[src/rtl/sram_ctrl_pkg.sv]
package sram_ctrl_pkg;
  typedef enum logic [2:0] {
    ST_IDLE    = 3'd0,
    ST_WSETUP  = 3'd1,
    ST_WSTROBE = 3'd2,
    ST_WHOLD   = 3'd3,
    ST_RACCESS = 3'd4
  } sram_state_e;
endpackage

[src/rtl/sram_wait_cnt.sv]
module sram_wait_cnt #(
  parameter int CW = 4
) (
  input  logic          clk_i,
  input  logic          rst_ni,
  input  logic          load_i,
  input  logic [CW-1:0] load_val_i,
  output logic          done_o
);
  logic [CW-1:0] cnt_q;

  always_ff @(posedge clk_i or negedge rst_ni) begin
    if (!rst_ni)                cnt_q <= '0;
    else if (load_i)            cnt_q <= load_val_i;
    else if (cnt_q != '0)       cnt_q <= cnt_q - CW'(1);
  end

  assign done_o = (cnt_q == '0);

  // counter never wraps below zero
  a_r8_cnt_no_wrap: assert property (@(posedge clk_i) disable iff (!rst_ni)
    (!load_i && cnt_q == '0) |=> (cnt_q == '0));
endmodule

[src/rtl/sram_seq.sv]
module sram_seq
  import sram_ctrl_pkg::*;
#(
  parameter int SETUP_CYC  = 2,
  parameter int STROBE_CYC = 2,
  parameter int HOLD_CYC   = 1,
  parameter int ACCESS_CYC = 3,
  parameter int CW         = 4
) (
  input  logic          clk_i,
  input  logic          rst_ni,
  input  logic          req_i,
  input  logic          we_i,
  input  logic          done_i,
  output logic          load_o,
  output logic [CW-1:0] load_val_o,
  output logic          accept_o,
  output logic          capture_o,
  output sram_state_e   state_o
);
  localparam logic [CW-1:0] SetupLd  = CW'(SETUP_CYC - 1);
  localparam logic [CW-1:0] StrobeLd = CW'(STROBE_CYC - 1);
  localparam logic [CW-1:0] HoldLd   = CW'(HOLD_CYC - 1);
  localparam logic [CW-1:0] AccessLd = CW'(ACCESS_CYC - 1);

  sram_state_e state_q, state_d;

  always_comb begin
    state_d    = state_q;
    load_o     = 1'b0;
    load_val_o = '0;
    accept_o   = 1'b0;
    capture_o  = 1'b0;
    unique case (state_q)
      ST_IDLE: if (req_i) begin
        accept_o   = 1'b1;
        load_o     = 1'b1;
        state_d    = we_i ? ST_WSETUP : ST_RACCESS;
        load_val_o = we_i ? SetupLd : AccessLd;
      end
      ST_WSETUP: if (done_i) begin
        state_d = ST_WSTROBE; load_o = 1'b1; load_val_o = StrobeLd;
      end
      ST_WSTROBE: if (done_i) begin
        state_d = ST_WHOLD; load_o = 1'b1; load_val_o = HoldLd;
      end
      ST_WHOLD: if (done_i) state_d = ST_IDLE;
      ST_RACCESS: if (done_i) begin
        state_d = ST_IDLE; capture_o = 1'b1;
      end
      default: state_d = ST_IDLE;
    endcase
  end

  always_ff @(posedge clk_i or negedge rst_ni) begin
    if (!rst_ni) state_q <= ST_IDLE;
    else         state_q <= state_d;
  end

  assign state_o = state_q;

  // acceptance only from idle
  a_r10_accept_idle: assert property (@(posedge clk_i) disable iff (!rst_ni)
    accept_o |=> (state_q == ST_WSETUP || state_q == ST_RACCESS));
endmodule

[src/rtl/sram_dq_path.sv]
module sram_dq_path #(
  parameter int ADDR_W = 16,
  parameter int DATA_W = 16
) (
  input  logic              clk_i,
  input  logic              rst_ni,
  input  logic              accept_i,
  input  logic              capture_i,
  input  logic [ADDR_W-1:0] addr_i,
  input  logic [DATA_W-1:0] wdata_i,
  input  logic [DATA_W-1:0] dq_i,
  output logic [ADDR_W-1:0] addr_o,
  output logic [DATA_W-1:0] wdata_o,
  output logic [DATA_W-1:0] rdata_o,
  output logic              rvalid_o
);
  always_ff @(posedge clk_i or negedge rst_ni) begin
    if (!rst_ni) begin
      addr_o  <= '0;
      wdata_o <= '0;
    end else if (accept_i) begin
      addr_o  <= addr_i;
      wdata_o <= wdata_i;
    end
  end

  always_ff @(posedge clk_i or negedge rst_ni) begin
    if (!rst_ni) begin
      rdata_o  <= '0;
      rvalid_o <= 1'b0;
    end else begin
      rvalid_o <= capture_i;
      if (capture_i) rdata_o <= dq_i;
    end
  end

  // rvalid is a single-cycle pulse
  a_r7_rvalid_pulse: assert property (@(posedge clk_i) disable iff (!rst_ni)
    rvalid_o |=> !rvalid_o);
endmodule

[src/rtl/sram_ctrl.sv]
module sram_ctrl
  import sram_ctrl_pkg::*;
#(
  parameter int ADDR_W     = 16,
  parameter int DATA_W     = 16,
  parameter int SETUP_CYC  = 2,
  parameter int STROBE_CYC = 2,
  parameter int HOLD_CYC   = 1,
  parameter int ACCESS_CYC = 3
) (
  input  logic              clk_i,
  input  logic              rst_ni,
  input  logic              req_i,
  input  logic              we_i,
  input  logic [ADDR_W-1:0] addr_i,
  input  logic [DATA_W-1:0] wdata_i,
  output logic              ready_o,
  output logic [DATA_W-1:0] rdata_o,
  output logic              rvalid_o,
  output logic [ADDR_W-1:0] sram_addr_o,
  output logic              sram_we_no,
  output logic              sram_oe_no,
  output logic [DATA_W-1:0] dq_o,
  output logic              dq_oe_o,
  input  logic [DATA_W-1:0] dq_i
);
  localparam int MaxAB = (SETUP_CYC > STROBE_CYC) ? SETUP_CYC : STROBE_CYC;
  localparam int MaxCD = (HOLD_CYC > ACCESS_CYC) ? HOLD_CYC : ACCESS_CYC;
  localparam int MaxC  = (MaxAB > MaxCD) ? MaxAB : MaxCD;
  localparam int CW    = $clog2(MaxC) + 1;

  initial begin
    if (SETUP_CYC < 1 || STROBE_CYC < 1 || HOLD_CYC < 1 || ACCESS_CYC < 1)
      $error("sram_ctrl: phase lengths must be at least 1");
  end

  sram_state_e   state;
  logic          load, done, accept, capture;
  logic [CW-1:0] load_val;

  sram_seq #(
    .SETUP_CYC(SETUP_CYC), .STROBE_CYC(STROBE_CYC),
    .HOLD_CYC(HOLD_CYC), .ACCESS_CYC(ACCESS_CYC), .CW(CW)
  ) u_seq (
    .clk_i, .rst_ni, .req_i, .we_i,
    .done_i(done), .load_o(load), .load_val_o(load_val),
    .accept_o(accept), .capture_o(capture), .state_o(state)
  );

  sram_wait_cnt #(.CW(CW)) u_cnt (
    .clk_i, .rst_ni, .load_i(load), .load_val_i(load_val), .done_o(done)
  );

  sram_dq_path #(.ADDR_W(ADDR_W), .DATA_W(DATA_W)) u_dq (
    .clk_i, .rst_ni, .accept_i(accept), .capture_i(capture),
    .addr_i, .wdata_i, .dq_i,
    .addr_o(sram_addr_o), .wdata_o(dq_o), .rdata_o, .rvalid_o
  );

  // pin decode from the state register only
  assign ready_o    = (state == ST_IDLE);
  assign sram_we_no = (state != ST_WSTROBE);
  assign sram_oe_no = (state != ST_RACCESS);
  assign dq_oe_o    = (state == ST_WSETUP) || (state == ST_WSTROBE) || (state == ST_WHOLD);

  a_r3_strobe_excl: assert property (@(posedge clk_i) disable iff (!rst_ni)
    !(!sram_we_no && !sram_oe_no));

  a_r2_bus_dir: assert property (@(posedge clk_i) disable iff (!rst_ni)
    dq_oe_o |-> sram_oe_no);

  a_r4_setup: assert property (@(posedge clk_i) disable iff (!rst_ni)
    $fell(sram_we_no) |-> ($past(dq_oe_o) && $stable(sram_addr_o) && $stable(dq_o)));

  a_r5_hold: assert property (@(posedge clk_i) disable iff (!rst_ni)
    $rose(sram_we_no) |-> (dq_oe_o && $stable(sram_addr_o) && $stable(dq_o)));

  a_r6_read_addr: assert property (@(posedge clk_i) disable iff (!rst_ni)
    (!sram_oe_no && !$past(sram_oe_no)) |-> $stable(sram_addr_o));

  a_r7_rvalid_after_read: assert property (@(posedge clk_i) disable iff (!rst_ni)
    rvalid_o |-> (sram_oe_no && !$past(sram_oe_no)));

  a_r9_idle_released: assert property (@(posedge clk_i) disable iff (!rst_ni)
    ready_o |-> (sram_we_no && sram_oe_no && !dq_oe_o));
endmodule

[config.mk]
export PLATFORM = sky130hd
export DESIGN_NAME = sram_ctrl
export DESIGN_NICKNAME = d
export VERILOG_FILES = /design/src/rtl/sram_ctrl_pkg.sv /design/src/rtl/sram_wait_cnt.sv /design/src/rtl/sram_seq.sv /design/src/rtl/sram_dq_path.sv /design/src/rtl/sram_ctrl.sv
export SDC_FILE = /design/constraint.sdc
export NUM_CORES = 1
export LEC_CHECK = 0
export BUFFER_PORTS_ARGS = -buffer_cell sky130_fd_sc_hd__buf_2
export CORE_ASPECT_RATIO = 0.5
export CORE_MARGIN = 2
export CORE_UTILIZATION = 45
export CTS_CLUSTER_SIZE = 16
export DETAILED_ROUTE_END_ITERATION = 8
export PLACE_DENSITY = 0.87
export SLEW_MARGIN = 20
export SYNTH_ARGS = -nofsm -noshare
export SYNTH_HDL_FRONTEND = slang
export SYNTH_HIERARCHICAL = 1
export SYNTH_SLANG_ARGS = --single-unit
[constraint.sdc]
create_clock -name clk_i -period 3.2 [get_ports clk_i]
set_input_delay 0.32 -clock clk_i [delete_from_list [all_inputs] [get_ports clk_i]]
set_output_delay 0.32 -clock clk_i [all_outputs]
set_load 0.01 [all_outputs]
; ---- Word level (Yosys, flattened, before mapping)
; Cells that the tools add are included.
[word_totals]
elab_cells = 43
regBits = 55
output_inout_bits = 53
in_bits = 52
[op_classes]
add_sub_neg = 1
eq_ne = 10
mux = 17
n_reduce_logical = 9
[ops]
columns = op, n
row1 = $mux 3, 8
row2 = $pmux 3 s4, 1
row3 = $eq 3x2->1 const B, 2
row4 = $logic_not 3->1, 2
row5 = $ne 2x2->1 const B, 3
row6 = $pmux 3 s2, 1
row7 = $mux 1, 5
row8 = $reduce_and 4->1, 1
row9 = $reduce_or 2->1, 2
row10 = $eq 3x1->1 const B, 1
row11 = $eq 3x3->1 const B, 1
row12 = $ne 3x2->1 const B, 1
row13 = $ne 3x3->1 const B, 1
row14 = $reduce_bool 3->1, 1
row15 = $sub 3x1->3 const B, 1
row16 = $logic_or 1x1->1, 2
row17 = $mux 2, 1
row18 = $ne 2x1->1 const B, 1
row19 = $pmux 1 s2, 1
row20 = $reduce_bool 2->1, 1

; ---- Depth between registers and ports, before layout
[logic_depth]
ltp_word = 4
mapped_depth = 9

; ---- Hierarchy
; The synthesis kept the hierarchy.
[by_module_without_submodules]
columns = module, instances, cells_per_inst, seq_area_each_um2, area_each_um2
row1 = sram_dq_path, 1, 103, 1226.2, 2019.4
row2 = sram_seq, 1, 28, 75.1, 254.0
row3 = sram_wait_cnt, 1, 21, 75.1, 201.4
row4 = sram_ctrl, 1, 4, 0.0, 32.5

; ---- Worst setup path before layout
; Ideal clock, no wire load.
[synth_path]
kind = reg-to-reg
start = register u_cnt.cnt_q[0]
end = register u_dq.rdata_o[10]
path_stages_with_launch = 10
setup_time_ns = 0.125
period_less_slack_ns = 1.830
path_slack_ns = 1.370
t_arrival_ns = 1.704
n_path_buf = 2
required_ns = 3.075
path_cell_list = dfrtp_1 -> inv_1 -> ha_1 -> nand2b_1 -> inv_1 -> nand2_1 -> nor3_1 -> buf_6 -> buf_12 -> mux2_4
[synth_via]
elab_chain_len = 3
[synth_lines]
columns = element, line
row1 = start: declaration, sram_wait_cnt.sv:10  ; logic [CW-1:0] cnt_q;
row2 = start signal: assignment, sram_wait_cnt.sv:14  ; else if (load_i) cnt_q <= load_val_i;
row3 = start signal: assignment, sram_wait_cnt.sv:15  ; else if (cnt_q != '0) cnt_q <= cnt_q - CW'(1);
row4 = $logic_not 3->1, sram_wait_cnt.sv:18  ; assign done_o = (cnt_q == '0);
row5 = named net done, sram_ctrl.sv:38  ; logic load, done, accept, capture;
row6 = $mux 1, sram_seq.sv:48  ; ST_RACCESS: if (done_i) begin
row7 = $mux 1, sram_seq.sv:34  ; unique case (state_q)
row8 = named net capture, sram_ctrl.sv:38
row9 = end signal: assignment, sram_dq_path.sv:33  ; if (capture_i) rdata_o <= dq_i;
row10 = end: declaration, sram_dq_path.sv:14  ; output logic [DATA_W-1:0] rdata_o,
; The timed path passes the listed nets, and every way through them passes these cells.
; A chain may end at the register's enable or synchronous reset.

; ---- Worst setup path in the final report
[layout_path]
start = register u_seq.state_q[1] (netlist: u_seq/state_o[1])
end = register u_dq.wdata_o[12]
[layout_via]
elab_chain_len = 2
[layout_lines]
columns = element, line
row1 = start: declaration, sram_seq.sv:26  ; sram_state_e state_q, state_d;
row2 = start signal: assignment, sram_seq.sv:57  ; else state_q <= state_d;
row3 = $logic_not 3->1, sram_seq.sv:34
row4 = $mux 1, sram_seq.sv:34
row5 = named net accept, sram_ctrl.sv:38
row6 = end signal: assignment, sram_dq_path.sv:23  ; wdata_o <= wdata_i;
row7 = end: declaration, sram_dq_path.sv:13  ; output logic [DATA_W-1:0] wdata_o,
; The timed path passes the listed nets, and every way through them passes these cells.

==> results.tsv <==
stage	metric	value	unit
clocking	Max clock buf depth	2	
clocking	CTS Root Cell	clkbuf_8	
detailed_routing	Total Wirelength	4855	um
detailed_routing	DRC	0	
power_and_ir_drop	Total Power	3.136	mW
synthesis	FFs w/ async S/R, synth	100.0	%
detailed_routing	First-pass DRT Iterations	4	
clocking	H-tree Lvls	2	
synthesis	sequential share of the synthesized area	54.89	%
synthesis	syn avg cell area	16.07	um2
final_layout	synth-to-layout area growth	23.85	%
power_and_ir_drop	Worst VDD drop	381.3	uV
critical_path	kind of critical path	reg -> reg	
synthesis	Post-synth EDFFs	0	
hold_path	Tightest Hold Check Type	in -> async	
clocking	CTS tree	built	
timing	Worst-Margin Slew	0.6768	ns
critical_path	reg2reg end	u_dq/wdata_o[12]$_DFFE_PN0P_	
timing	final setup TNS	0	ns
grt	Tot GR Track Use	16.24	%
synthesis	Syn Inst Count	156	
grt	global-route wire length before repair	7824	um
synthesis	top_reg_cell synth	dfrtp_1	
critical_path	reg2reg start	u_seq/state_o[1]$_DFFE_PN0P_	
timing	Final Skew	0.007391	ns
critical_path	Critical Path Fanout Max	20	
final_layout	# nets final	314	
floorplanning	Die ar.	6222	um2
synthesis	Synthesized Nets	210	
clocking	total CTS buffers	5	
power_and_ir_drop	Power Dens Cells	1010	nW/um2
placement	Post-DP HPWL	3572	um
floorplanning	die height	56.79	um
timing	Max Freq	426.5	MHz
clocking	Reg clk slew, reported paths	0.10	ns
timing	period utilisation layout	73.27	%
grt	initial antenna violation count	0	
clocking	clock sinks	55	
floorplanning	core box area	5420	um2
placement	worst slack, placed	0.8701	ns
timing	Final Max Slew Viols	0	
critical_path	critical path endpoint category	flip-flop	
timing	RSZ-0062 raised after global routing	false	
detailed_routing	Final ANT Viol Nets	0	
clocking	# hold bufs at CTS	0	
grt	vias in the first global route	1659	
floorplanning	Initial Util	46.26	%
final_layout	share of cells above drive strength 1	64.37	%
floorplanning	# IOs	105	
critical_path	crit path DAT	2.54	ns
critical_path	startpoint types	flip-flop	
timing	final hold viol count	0	
detailed_routing	Initial DRC Count	75	
floorplanning	std cell rows	19	
synthesis	flops & latches, synth	55	
detailed_routing	DR vias	1583	
clocking	postcts setup bufs	0	
detailed_routing	Wirelength per Cell	14.54	um
grt	largest net degree at the start of global routing	56	
synthesis	Synth top area share	54.89	%
critical_path	Worst EP required	3.40	ns
grt	GR Overflow Total	0	
clocking	worst skew pair latency	0.30	ns
power_and_ir_drop	P_leak	1.582	nW
synthesis	Synth area leader	dfrtp_1	
synthesis	Mapped Area	2507	um2
critical_path	R2R setup slack	0.86	ns
synthesis	top cells by area, synth	dfrtp_1 (55%), mux2_4 (24%), mux2_2 (3.6%), buf_12 (3.2%), or3b_1 (1.4%)	
clocking	post_cts resized	0	
floorplanning	Die X	109.6	um
synthesis	Yosys warnings	6	
timing	Tmin final	2.345	ns
outcome	status	complete, no violations	
synthesis	synth unique cells	29	
final_layout	antenna cells	0	
timing	# setup viols final	0	
detailed_routing	vias per cell	4.740	
placement	PortBufs	104	
timing	Worst slew margin	54.40	%
critical_path	R2R depth	4	
placement	Routability Congestion	0.7271	
timing	worst setup margin	0.8554	ns
flow_run	Max Cap Viol	0	
==> sequential cells by signal, indices dropped and copies added (netlist names) <==
register,flops
u_dq/wdata_o,16
u_cnt/cnt_q,3
u_dq/rdata_o,16
u_dq/rvalid_o,1
u_seq/state_o,3
u_dq/addr_o,16
==> synth_stat cells, types with 3 or more instances <==
| cell | count |
|---|---|
| buf_6 | 3 |
| nand3b_1 | 3 |
| dfrtp_1 | 55 |
| inv_1 | 6 |
| mux2_2 | 8 |
| or3b_1 | 4 |
| nand2b_1 | 3 |
| mux2_4 | 40 |
| nor2b_1 | 3 |
| buf_12 | 4 |
==> layout make-up <==
class / count / area, um2
Multi-Input combinational cell: 86 / 984.7
Fill cell: 433 / 2315
Clock buffer: 5 / 68.82
Inverter: 6 / 22.52
Sequential cell: 55 / 1376
Clock inverter: 3 / 23.77
Timing Repair Buffer: 106 / 538.0
Tap cell: 73 / 91.34
==> worst max path at each step <==
stage	startpoint	end	slack, ns
3_5_place_dp	u_seq/state_o[1]$_DFFE_PN0P_	u_dq/wdata_o[12]$_DFFE_PN0P_	0.87
5_1_grt	u_seq/state_o[1]$_DFFE_PN0P_	u_dq/wdata_o[12]$_DFFE_PN0P_	0.75
4_1_cts	u_seq/state_o[1]$_DFFE_PN0P_	u_dq/wdata_o[12]$_DFFE_PN0P_	0.85
2_1_floorplan	u_cnt/cnt_q[0]$_DFFE_PN0P_	u_dq/rdata_o[10]$_DFFE_PN0P_	1.37
6_report	u_seq/state_o[1]$_DFFE_PN0P_	u_dq/wdata_o[12]$_DFFE_PN0P_	0.86
3_3_place_gp	u_seq/state_o[1]$_DFFE_PN0P_	u_dq/wdata_o[2]$_DFFE_PN0P_	0.94
==> logic make-up (layout without fill, tap and decap cells) <==
family / after synthesis / count (layout) / synth area share [%]
AND/OR/NAND/NOR: 24 / 24 / 7.036
multiplexers: 48 / 48 / 27.55
AO/OA/AOI/OAI: 10 / 10 / 2.994
other: 1 / 1 / 0.1496
adder cells (fa/ha/maj): 2 / 2 / 0.9978
XOR/XNOR: 1 / 1 / 0.3494
flip-flops: 55 / 55 / 54.89
buffers and inverters: 15 / 120 / 6.038
==> power by group <==
group | switching [mW] | internal, mW | leakage, nW
clock network | 0.227 | 0.157 | 0.0408
registers | 0.238 | 1.04 | 0.665
logic | 0.620 | 0.855 | 0.876
total | 1.08 | 2.05 | 1.58
==> per-stage QoR <==
step / hold WS [ns] / instance area [um2] / utilization [%] / cells
2_1_floorplan: 0.02441 / 2507 / - / 156
3_3_place_gp: 0.4841 / 3010 / 55.54 / 326
3_5_place_dp: 0.4065 / 3013 / 55.59 / 326
4_1_cts: 0.06779 / 3105 / 57.29 / 334
5_1_grt: 0.08941 / 3105 / 57.29 / 334
6_report: 0.04664 / 3105 / 57.29 / 334
==> per-layer routing <==
layer  vias to the layer above  wire, um  global-route usage, %
li1                        749         -                      -
met1                       803      2019                  19.30
met2                        29      2621                  29.63
met3                         2       186                  3.717
met4                         0        27                  4.159
met5                         -         0                      0
==> cells in the final DEF, fill, tap and decap left out, types with 2 or more instances in the layout <==
cell type	synthesis	layout
dfrtp_1	55	55
nor4b_1	2	2
a211oi_1	2	2
nor2b_1	3	3
ha_1	2	2
buf_4	2	3
clkinvlp_4	0	2
nand2_1	2	2
mux2_2	8	8
nand2b_1	3	3
a31oi_1	2	2
nand3b_1	3	3
mux2_4	40	40
or2b_1	2	2
inv_1	6	5
or3b_1	4	4
buf_2	0	103
clkbuf_8	0	5
==> worst max-delay path, stage by stage (launching register included) <==
cell and delay, ns:
dfrtp_1 0.51, or4b_4 0.58, inv_2 0.44, buf_4 0.36, mux2_4 0.33
Note: power is estimated with default switching activity, not from simulation.
